<file path="src/rtl/exc_entry_pkg.sv">
package exc_entry_pkg;
  localparam int NUM_EXC = 7;
  localparam int CW      = $clog2(NUM_EXC);

  typedef enum logic [CW-1:0] {
    EXC_RESET = 3'd0,
    EXC_DABT  = 3'd1,
    EXC_FIQ   = 3'd2,
    EXC_IRQ   = 3'd3,
    EXC_PABT  = 3'd4,
    EXC_UNDEF = 3'd5,
    EXC_SWI   = 3'd6
  } exc_cause_e;

  localparam logic [4:0] MODE_FIQ = 5'b10001;
  localparam logic [4:0] MODE_IRQ = 5'b10010;
  localparam logic [4:0] MODE_SVC = 5'b10011;
  localparam logic [4:0] MODE_ABT = 5'b10111;
  localparam logic [4:0] MODE_UND = 5'b11011;

  localparam int BIT_T = 5;
  localparam int BIT_F = 6;
  localparam int BIT_I = 7;

  function automatic logic [4:0] cause_mode(exc_cause_e c);
    case (c)
      EXC_DABT, EXC_PABT: return MODE_ABT;
      EXC_FIQ:            return MODE_FIQ;
      EXC_IRQ:            return MODE_IRQ;
      EXC_UNDEF:          return MODE_UND;
      default:            return MODE_SVC;
    endcase
  endfunction

  function automatic logic [7:0] cause_vec_off(exc_cause_e c);
    case (c)
      EXC_UNDEF: return 8'h04;
      EXC_SWI:   return 8'h08;
      EXC_PABT:  return 8'h0C;
      EXC_DABT:  return 8'h10;
      EXC_IRQ:   return 8'h18;
      EXC_FIQ:   return 8'h1C;
      default:   return 8'h00;
    endcase
  endfunction

  function automatic logic [3:0] cause_lr_off(exc_cause_e c);
    case (c)
      EXC_RESET: return 4'd0;
      EXC_DABT:  return 4'd8;
      default:   return 4'd4;
    endcase
  endfunction
endpackage

</file>
<file path="src/rtl/exc_arbiter.sv">
module exc_arbiter
  import exc_entry_pkg::*;
#(
  parameter int N  = NUM_EXC,
  localparam int IW = $clog2(N)
) (
  input  logic [N-1:0]  req,
  input  logic          mask_irq,
  input  logic          mask_fiq,
  output logic          any,
  output logic [IW-1:0] idx
);
  logic [N-1:0] enabled;

  always_comb begin
    enabled = req;
    if (mask_irq) enabled[EXC_IRQ] = 1'b0;
    if (mask_fiq) enabled[EXC_FIQ] = 1'b0;
  end

  always_comb begin
    any = |enabled;
    idx = '0;
    for (int k = N - 1; k >= 0; k--) begin
      if (enabled[k]) idx = IW'(k);
    end
  end
endmodule

</file>
<file path="src/rtl/exc_frame_gen.sv">
module exc_frame_gen
  import exc_entry_pkg::*;
#(
  parameter int AW = 32,
  parameter int PW = 32,
  parameter logic [AW-1:0] VEC_BASE = '0
) (
  input  exc_cause_e    cause,
  input  logic [PW-1:0] cur_psr,
  input  logic [AW-1:0] cur_pc,
  output logic [4:0]    mode,
  output logic [AW-1:0] lr_val,
  output logic [PW-1:0] cpsr_val,
  output logic [AW-1:0] pc_val
);
  always_comb begin
    mode          = cause_mode(cause);
    lr_val        = cur_pc + AW'(cause_lr_off(cause));
    pc_val        = VEC_BASE + AW'(cause_vec_off(cause));
    cpsr_val      = cur_psr;
    cpsr_val[4:0] = mode;
    cpsr_val[BIT_T] = 1'b0;
    cpsr_val[BIT_I] = 1'b1;
    if (cause == EXC_FIQ || cause == EXC_RESET) cpsr_val[BIT_F] = 1'b1;
  end
endmodule

</file>
<file path="src/rtl/exc_entry_ctrl.sv">
module exc_entry_ctrl
  import exc_entry_pkg::*;
#(
  parameter int AW = 32,
  parameter int PW = 32,
  parameter logic [AW-1:0] VEC_BASE = '0
) (
  input  logic                 clk,
  input  logic                 rst_n,
  input  logic [NUM_EXC-1:0]   exc_req,
  input  logic [PW-1:0]        cur_psr,
  input  logic [AW-1:0]        cur_pc,
  input  logic                 ret_req,
  input  logic [PW-1:0]        saved_psr,
  input  logic [AW-1:0]        ret_target,
  output logic                 upd_valid,
  output logic                 upd_is_return,
  output logic [CW-1:0]        upd_cause,
  output logic [4:0]           upd_mode,
  output logic                 lr_we,
  output logic [AW-1:0]        lr_val,
  output logic                 spsr_we,
  output logic [PW-1:0]        spsr_val,
  output logic [PW-1:0]        cpsr_val,
  output logic [AW-1:0]        pc_val
);
  logic          take;
  logic [CW-1:0] win_idx;
  exc_cause_e    win;
  logic [4:0]    f_mode;
  logic [AW-1:0] f_lr;
  logic [PW-1:0] f_cpsr;
  logic [AW-1:0] f_pc;

  exc_arbiter #(.N(NUM_EXC)) u_arb (
    .req      (exc_req),
    .mask_irq (cur_psr[BIT_I]),
    .mask_fiq (cur_psr[BIT_F]),
    .any      (take),
    .idx      (win_idx)
  );

  assign win = exc_cause_e'(win_idx);

  exc_frame_gen #(.AW(AW), .PW(PW), .VEC_BASE(VEC_BASE)) u_frame (
    .cause    (win),
    .cur_psr  (cur_psr),
    .cur_pc   (cur_pc),
    .mode     (f_mode),
    .lr_val   (f_lr),
    .cpsr_val (f_cpsr),
    .pc_val   (f_pc)
  );

  always_ff @(posedge clk or negedge rst_n) begin
    if (!rst_n) begin
      upd_valid     <= 1'b0;
      upd_is_return <= 1'b0;
      upd_cause     <= '0;
      upd_mode      <= '0;
      lr_we         <= 1'b0;
      lr_val        <= '0;
      spsr_we       <= 1'b0;
      spsr_val      <= '0;
      cpsr_val      <= '0;
      pc_val        <= '0;
    end else begin
      upd_valid     <= take | ret_req;
      upd_is_return <= ~take & ret_req;
      upd_cause     <= take ? win_idx : '0;
      upd_mode      <= take ? f_mode : saved_psr[4:0];
      lr_we         <= take;
      lr_val        <= take ? f_lr : '0;
      spsr_we       <= take;
      spsr_val      <= take ? cur_psr : '0;
      cpsr_val      <= take ? f_cpsr : saved_psr;
      pc_val        <= take ? f_pc : ret_target;
    end
  end
endmodule

</file>
<file path="config.mk">
export PLATFORM = sky130hd
export DESIGN_NAME = exc_entry_ctrl
export DESIGN_NICKNAME = d
export VERILOG_FILES = /design/src/rtl/exc_entry_pkg.sv /design/src/rtl/exc_arbiter.sv /design/src/rtl/exc_frame_gen.sv /design/src/rtl/exc_entry_ctrl.sv
export SDC_FILE = /design/constraint.sdc
export NUM_CORES = 1
export LEC_CHECK = 0
export ABC_AREA = 1
export BUFFER_PORTS_ARGS = -buffer_cell sky130_fd_sc_hd__clkbuf_2
export CAP_MARGIN = 20
export CORE_MARGIN = 2
export CORE_UTILIZATION = 49
export DETAILED_ROUTE_END_ITERATION = 10
export PLACE_DENSITY = 0.85
export SYNTH_ARGS = -nofsm -noshare
export SYNTH_HDL_FRONTEND = slang
export SYNTH_SLANG_ARGS = --single-unit
</file>
<file path="constraint.sdc">
create_clock -name clk -period 1.53 [get_ports clk]
set_clock_uncertainty 0.2 [all_clocks]
set_input_delay 0.0765 -clock clk [delete_from_list [all_inputs] [get_ports clk]]
set_output_delay 0.0765 -clock clk [all_outputs]
set_load 0.01 [all_outputs]
</file>
==> results of run 1 <==
[per-stage QoR]
step | instance area (um2) | TNS [ns]
3_3_place_gp | 7360 | -12.24
5_1_grt | 9780 | -3.39
4_1_cts | 9390 | 0
6_report | 9780 | -2.88
2_1_floorplan | 5620 | -5.12
3_5_place_dp | 7360 | -13.34
[critical path: stages]
cell and delay (ns):
sky130_fd_sc_hd__buf_2 0.14, sky130_fd_sc_hd__nor2_4 0.13, sky130_fd_sc_hd__nand2_2 0.08, sky130_fd_sc_hd__nor2_4 0.11, sky130_fd_sc_hd__inv_4 0.06, sky130_fd_sc_hd__nand2_4 0.07
sky130_fd_sc_hd__ha_4 0.16, sky130_fd_sc_hd__buf_4 0.11, sky130_fd_sc_hd__buf_4 0.11, sky130_fd_sc_hd__nand3_1 0.13, sky130_fd_sc_hd__nand2_4 0.15, sky130_fd_sc_hd__nand2_2 0.09
sky130_fd_sc_hd__inv_2 0.10, sky130_fd_sc_hd__nand2_1 0.07, sky130_fd_sc_hd__nand2_1 0.06, sky130_fd_sc_hd__nand2_1 0.13, sky130_fd_sc_hd__nor2_1 0.30
[layer usage]
layer  up-vias  global-route usage [%]  part of all wire, %
met4         0                    26.9                  9.9
met1      3218                    40.6                   31
met5         -                       0                    0
met2       679                    67.0                   49
li1       2825                       -                    -
met3       281                    13.8                   11
[cells in the mapped netlist]
cell,n,area share [%]
sky130_fd_sc_hd__nand2_4,1,0.21
sky130_fd_sc_hd__o21ai_0,31,2.8
sky130_fd_sc_hd__inv_2,3,0.21
sky130_fd_sc_hd__xnor2_1,1,0.16
sky130_fd_sc_hd__buf_2,10,0.91
sky130_fd_sc_hd__nor2_1,137,9.4
sky130_fd_sc_hd__fa_1,1,0.36
sky130_fd_sc_hd__o21ai_1,3,0.27
sky130_fd_sc_hd__buf_6,2,0.41
sky130_fd_sc_hd__dfrtp_1,134,61
sky130_fd_sc_hd__buf_4,9,1.2
sky130_fd_sc_hd__a21oi_1,9,0.82
sky130_fd_sc_hd__nand3_1,22,2.0
sky130_fd_sc_hd__nand2_1,147,10
sky130_fd_sc_hd__inv_1,100,6.8
sky130_fd_sc_hd__nand4_1,2,0.23
sky130_fd_sc_hd__or2_1,2,0.23
sky130_fd_sc_hd__o21a_1,1,0.14
sky130_fd_sc_hd__nor3_1,3,0.27
sky130_fd_sc_hd__nor2_2,7,0.80
sky130_fd_sc_hd__nand2_2,2,0.23
sky130_fd_sc_hd__xor2_1,2,0.32
sky130_fd_sc_hd__nor2_4,2,0.41
sky130_fd_sc_hd__a31oi_1,1,0.11
sky130_fd_sc_hd__ha_1,2,0.46
sky130_fd_sc_hd__clkbuf_1,1,0.068
[where the power goes]
group / internal, mW / leakage [nW] / switching [mW] / total, mW
clock network: 2.49 / 0.285 / 1.61 / 4.10
logic: 0.719 / 3.34 / 0.841 / 1.56
registers: 3.71 / 1.63 / 0.0818 / 3.79
total: 6.92 / 5.25 / 2.53 / 9.45
[area by class of cell]
cell class / instances / area, um2
tap: 140 / 175
sequential: 134 / 3350
clock buffer: 24 / 480
inverter: 103 / 427
fill: 430 / 1110
multi-input combinational: 376 / 1910
clock inverter: 8 / 96.3
timing repair buffer: 470 / 3340
antenna: 1 / 2.50
[repair_timing]
item                                    CTS  global route
hold endpoints to repair                267             3
pin swaps                                 4            30
endpoints found under the setup margin    2            33
buffers inserted                          4            16
cloned                                    0             0
hold buffers                            140             3
resized for setup                         5            68
[kinds of logic (layout without fill, tap and decap cells)]
logic type,count (synthesis),in the layout,synth area share [%]
simple gates,325,325,23.8
buf+inv,125,605,9.66
compound gates,45,45,4.17
other cells,0,1,0
flops,134,134,61.1
fa+ha+maj,3,3,0.820
xor+xnor,3,3,0.479
[sequential cells by signal (all words and copies together), names as in the netlist]
register and flops:
pc_val 32, upd_mode 4, spsr_we 1, spsr_val 32, cpsr_val 28, lr_val 32, upd_valid 1, upd_cause 3
upd_is_return 1
[path summary, 6_finish.rpt]
check / cells after the start / endpoint / slack, ns / startpoint
min: 4 / lr_val[3] / 0.002 / cur_pc[3]
max: 17 / lr_val[25] / -0.37 / exc_req[0]
max in group asynchronous: 4 / lr_val[21] / 0.17 / rst_n
min in group asynchronous: 3 / spsr_val[10] / 0.35 / rst_n
==> impl_table.tex, run 1 <==
\begin{tabular}{lr}
\hline
Metric & Value \\
\hline
\multicolumn{2}{l}{\textbf{Routing}} \\
Post-DRT Antenna Nets & 0 \\
Drt initial violations & 673 \\
Total iterations of the first detailed-routing run & 11 \\
Remaining routing DRC violations & 0 \\
DR vias & 7003 \\
Final WL & 27.9 mm \\
Post-DR wirelength/cell & 22.2 um \\
Avg Vias per Cell & 5.58 \\
\multicolumn{2}{l}{\textbf{Placement}} \\
Final weighted congestion in routability-driven placement & 0.934 \\
Worst slack at placement & -0.587 ns \\
Instance count after placement with tap cells included & 1062 \\
HPWL reported at the end of detailed placement & 12.3 mm \\
Port Buf Inserts & 277 \\
\multicolumn{2}{l}{\textbf{Final layout}} \\
Layout Cells excl Fill & 1256 \\
Final net count & 1243 \\
Final cell utilization of the core & 89.8\% \\
Most common cell after layout, fill and taps aside & sky130\_fd\_sc\_hd\_\_clkbuf\_2 \\
Most frequent cells in the layout & sky130\_fd\_sc\_hd\_\_clkbuf\_2, sky130\_fd\_sc\_hd\_\_dlygate4sd3\_1, sky130\_fd\_sc\_hd\_\_dfrtp\_1 \\
Fraction of final layout cells sized beyond drive strength 1 & 38.0\% \\
Area delta synth->final & 78.1\% \\
\multicolumn{2}{l}{\textbf{Synth}} \\
Synth Register Bits & 134 \\
Average cell area after synthesis & 8.65 um2 \\
Proportion of synthesized chip area in sequential cells & 61.1\% \\
Number of instances in the synthesized netlist & 635 \\
Number of warnings issued by yosys & 0 \\
Synth cell types & 26 \\
Post-synthesis cell area & 5490 um2 \\
Syn\_nets & 776 \\
\multicolumn{2}{l}{\textbf{Die}} \\
Effective utilization at floorplan & 50.4\% \\
Chip width & 110 um \\
Core box area & 10900 um2 \\
Count of standard-cell rows & 38 \\
Die outline area & 12100 um2 \\
Vertical extent of the die & 110 um \\
I/O Pins & 278 \\
\multicolumn{2}{l}{\textbf{Setup path}} \\
Max FO, Critical Path & 6 \\
Crit Path Category & primary input to flop \\
Worst endpoint required time & 1.74 ns \\
Setup crit end kind & flop \\
Sort of element at the start of the critical path & primary input \\
Data arrival time of the worst path & 2.12 ns \\
\multicolumn{2}{l}{\textbf{Power and ir drop}} \\
Final Power & 9.45 mW \\
Static leakage & 5.25 nW \\
Cell area power density & 966 nW/um2 \\
Max rail drop VDD & 677 uV \\
\multicolumn{2}{l}{\textbf{Clock network}} \\
Register clock-pin slew on the reported worst setup and hold paths & 0.07 ns \\
\# clock sinks & 134 \\
Clock tree from TritonCTS & done \\
Number of CTS-inserted buffers & 17 \\
H-tree depth & 4 \\
Buffers from clock root to sink, at most & 2 \\
Clock root cell & sky130\_fd\_sc\_hd\_\_clkbuf\_8 \\
\multicolumn{2}{l}{\textbf{Timing}} \\
Hold violation total from the final report & 0 \\
Final setup fails & 25 \\
Slew at the pin closest to its max-slew limit & 0.471 ns \\
Final min period & 1.90 ns \\
Unrepaired setup endpoints after global routing & true \\
Tightest slew margin relative to the limit & 68.2\% \\
Max Clock Freq & 0.525 GHz \\
Fin. max-slew vios & 0 \\
Post-Route Hold Slack & 0.00226 ns \\
Final worst setup slack & -0.373 ns \\
Post-route clock period utilization & 124\% \\
\multicolumn{2}{l}{\textbf{GRT}} \\
Overflow left after global routing & 0 \\
First-pass GRT wire length & 34.5 mm \\
Total global-route track usage & 39.4\% \\
Antenna violations before repair & 1 \\
Largest net degree at the start of global routing & 68 \\
Vias in the first global route & 6694 \\
\multicolumn{2}{l}{\textbf{Run status}} \\
Result of the run & finished, violations left \\
Violated checks & setup timing \\
\multicolumn{2}{l}{\textbf{Worst hold path}} \\
Hold Path Class & primary input to flop \\
\multicolumn{2}{l}{\textbf{Run}} \\
Number of max-cap violations & 0 \\
\hline
\end{tabular}
No activity file was read; power rests on OpenSTA's default activity.
==> run 2, diff against run 1 <==
GPL_TIMING_DRIVEN = 0   (was not set)
==> impl_table.tex, run 2 (synthesis results as in run 1) <==
\begin{tabular}{lr}
\hline
Metric & Value \\
\hline
\multicolumn{2}{l}{\textbf{Worst hold path}} \\
Hold Path Class & primary input to asynchronous set/reset pin \\
\multicolumn{2}{l}{\textbf{Routing}} \\
Post-DRT Antenna Nets & 0 (unchanged) \\
Final WL & 25.8 mm (-7.6\%) \\
Remaining routing DRC violations & 0 (unchanged) \\
Avg Vias per Cell & 5.40 (-3.2\%) \\
Drt initial violations & 700 (+4.0\%) \\
DR vias & 6791 (-3.0\%) \\
Post-DR wirelength/cell & 20.5 um (-7.7\%) \\
Total iterations of the first detailed-routing run & 5 (-6) \\
\multicolumn{2}{l}{\textbf{Die}} \\
Core box area & 10900 um2 (unchanged) \\
Effective utilization at floorplan & 50.4\% (unchanged) \\
Chip width & 110 um (unchanged) \\
I/O Pins & 278 (unchanged) \\
Count of standard-cell rows & 38 (unchanged) \\
Die outline area & 12100 um2 (unchanged) \\
Vertical extent of the die & 110 um (unchanged) \\
\multicolumn{2}{l}{\textbf{Power and ir drop}} \\
Comb pwr share & 16.0\% (-0.5 points) \\
Share of total power in the clock network & 43.6\% (+0.2 points) \\
Sw power & 2.68 mW (+5.9\%) \\
Static leakage & 5.24 nW (-0.23\%) \\
Cell area power density & 965 nW/um2 (about the same) \\
Cell internal pwr & 6.64 mW (-3.9\%) \\
Final Power & 9.33 mW (-1.3\%) \\
Proportion of power drawn by flip-flops and latches & 40.5\% (+0.4 points) \\
Max rail drop VDD & 958 uV (+42\%) \\
Switching share of total power & 28.8\% (+2.0 points) \\
\multicolumn{2}{l}{\textbf{Timing}} \\
Post-route clock period utilization & 114\% (-10 points) \\
Final setup fails & 26 (+4.0\%) \\
Hold violation total from the final report & 57 (+57) \\
Unrepaired setup endpoints after global routing & true \\
Final worst setup slack & -0.217 ns (+0.156 ns) \\
Tightest slew margin relative to the limit & 57.6\% (-11 points) \\
Slew at the pin closest to its max-slew limit & 0.636 ns (+0.164 ns) \\
Post-Route Hold Slack & -0.110 ns (-0.112 ns) \\
Final min period & 1.75 ns (-0.156 ns) \\
Fin. max-slew vios & 0 (unchanged) \\
Max Clock Freq & 0.572 GHz (+8.9\%) \\
\multicolumn{2}{l}{\textbf{GRT}} \\
Largest net degree at the start of global routing & 78 (+15\%) \\
First-pass GRT wire length & 35.7 mm (+3.3\%) \\
Overflow left after global routing & 0 (unchanged) \\
Vias in the first global route & 6785 (+1.4\%) \\
Total global-route track usage & 40.5\% (+1.1 points) \\
Antenna violations before repair & 0 (-1) \\
\multicolumn{2}{l}{\textbf{Clock network}} \\
Register clock-pin slew on the reported worst setup and hold paths & 0.07 ns (about the same) \\
Number of CTS-inserted buffers & 17 (unchanged) \\
Clock tree from TritonCTS & done \\
Clock root cell & sky130\_fd\_sc\_hd\_\_clkbuf\_8 \\
\# clock sinks & 134 (unchanged) \\
H-tree depth & 4 (unchanged) \\
Buffers from clock root to sink, at most & 2 (unchanged) \\
Hold\_buf cts & 142 (+1.4\%) \\
\multicolumn{2}{l}{\textbf{Final layout}} \\
Final net count & 1246 (+0.24\%) \\
Fill count & 460 (+7.0\%) \\
Most frequent cells in the layout & sky130\_fd\_sc\_hd\_\_clkbuf\_2, sky130\_fd\_sc\_hd\_\_dlygate4sd3\_1, sky130\_fd\_sc\_hd\_\_dfrtp\_1 \\
Fraction of final layout cells sized beyond drive strength 1 & 38.0\% (about the same) \\
Most common cell after layout, fill and taps aside & sky130\_fd\_sc\_hd\_\_clkbuf\_2 \\
Antenna diode count & 0 (-1) \\
Biggest registers after layout & lr\_val: 32 flops, pc\_val: 32 flops, spsr\_val: 32 flops \\
Area delta synth->final & 76.0\% \\
\multicolumn{2}{l}{\textbf{Setup path}} \\
Worst endpoint required time & 1.71 ns (-0.03 ns) \\
Max FO, Critical Path & 7 (+1) \\
Setup crit end kind & flop \\
Sort of element at the start of the critical path & primary input \\
Data arrival time of the worst path & 1.93 ns (-0.19 ns) \\
Crit Path Category & primary input to flop \\
\multicolumn{2}{l}{\textbf{Run status}} \\
Result of the run & finished, violations left \\
Violated checks & hold timing, setup timing \\
\multicolumn{2}{l}{\textbf{Placement}} \\
HPWL reported at the end of detailed placement & 12.8 mm (+4.5\%) \\
Final weighted congestion in routability-driven placement & 0.955 (+2.3\%) \\
Worst slack at placement & -0.703 ns (-0.116 ns) \\
Port Buf Inserts & 277 (unchanged) \\
\multicolumn{2}{l}{\textbf{Run}} \\
Number of max-cap violations & 0 (unchanged) \\
\hline
\end{tabular}
run 2: changes by cell type in the layout (fill, tap and decap cells not counted), sizes merged:
cell,delta
bufinv,-1
diode,-1
clkbuf,-4
clkinv,-3
dlygate4sd3,-1
clkinvlp,+1
buf,+1
inv,+10
run 2: area by class of cell:
class / count / area [um2] / area share, %
timing repair buffer: 451 / 3130 / 32.4
clock buffer: 17 / 414 / 4.29
multi-input combinational: 376 / 1840 / 19.1
clock inverter: 15 / 156 / 1.62
sequential: 134 / 3350 / 34.7
tap: 140 / 175 / 1.81
inverter: 103 / 427 / 4.42
buffer: 22 / 160 / 1.66
run 2: worst max-delay path, cell delays in order:
cell and delay, ns:
sky130_fd_sc_hd__buf_8 0.11, sky130_fd_sc_hd__inv_12 0.05, sky130_fd_sc_hd__nand2_4 0.05, sky130_fd_sc_hd__nand2_1 0.07, sky130_fd_sc_hd__nand2_1 0.06, sky130_fd_sc_hd__nand2_1 0.09, sky130_fd_sc_hd__nand2_2 0.08, sky130_fd_sc_hd__inv_2 0.11
sky130_fd_sc_hd__nand3_4 0.10, sky130_fd_sc_hd__inv_4 0.09, sky130_fd_sc_hd__fa_2 0.25, sky130_fd_sc_hd__nand2_2 0.09, sky130_fd_sc_hd__inv_4 0.09, sky130_fd_sc_hd__nand2_4 0.07, sky130_fd_sc_hd__nor2_4 0.18, sky130_fd_sc_hd__nand2_2 0.12
sky130_fd_sc_hd__o21ai_2 0.16, sky130_fd_sc_hd__nor2_1 0.07
run 2: power groups by stage:
stage	clock network (mW)	registers, mW	logic, mW
2_1_floorplan	0	3.91	0.298
3_3_place_gp	0	3.82	0.914
3_5_place_dp	0	3.82	0.944
4_1_cts	3.99	3.76	1.29
5_1_grt	4.27	3.78	1.57
6_report	4.06	3.78	1.49
run 2: per-stage QoR:
stage          instances  setup TNS (ns)  util [%]  cell area, um2  hold slack, ns
2_1_floorplan        635           -5.12         -            5620          -0.419
3_3_place_gp        1052         -269.90      66.0            7180          0.0623
3_5_place_dp        1053          -16.10      66.3            7220          -0.121
4_1_cts             1242               0      86.2            9390          -0.148
5_1_grt             1258           -3.40      88.7            9660         -0.0581
6_report            1258           -2.60      88.7            9660          -0.110
run 2: repair_timing:
action | in CTS | in global routing
resized for setup | 13 | 54
endpoints found under the setup margin | 17 | 30
pin swaps | 11 | 30
setup buffers | 15 | 16
hold endpoints to repair | 267 | 58
run 2: layer usage:
metal  part of all wire [%]  track usage [%]  vias up
met3                    9.5             12.0      203
met1                     32             43.9     3190
li1                       -                -     2830
met4                    9.1             30.1        0
met5                      0                0        -
met2                     49             67.0      568
run 2: worst max path at each step:
stage / from / to / slack (ns) / depth (start not counted)
final: cur_psr[7] / lr_val[18] / -0.22 / 18
after CTS: cur_psr[6] / lr_val[18] / 0.003 / 17
after global placement: rst_n / pc_val[12] / -1.91 / 1
after floorplan: exc_req[1] / lr_val[18] / -0.33 / 14
after global routing: cur_psr[7] / lr_val[18] / -0.20 / 18
after detailed placement: exc_req[1] / lr_val[18] / -0.70 / 15
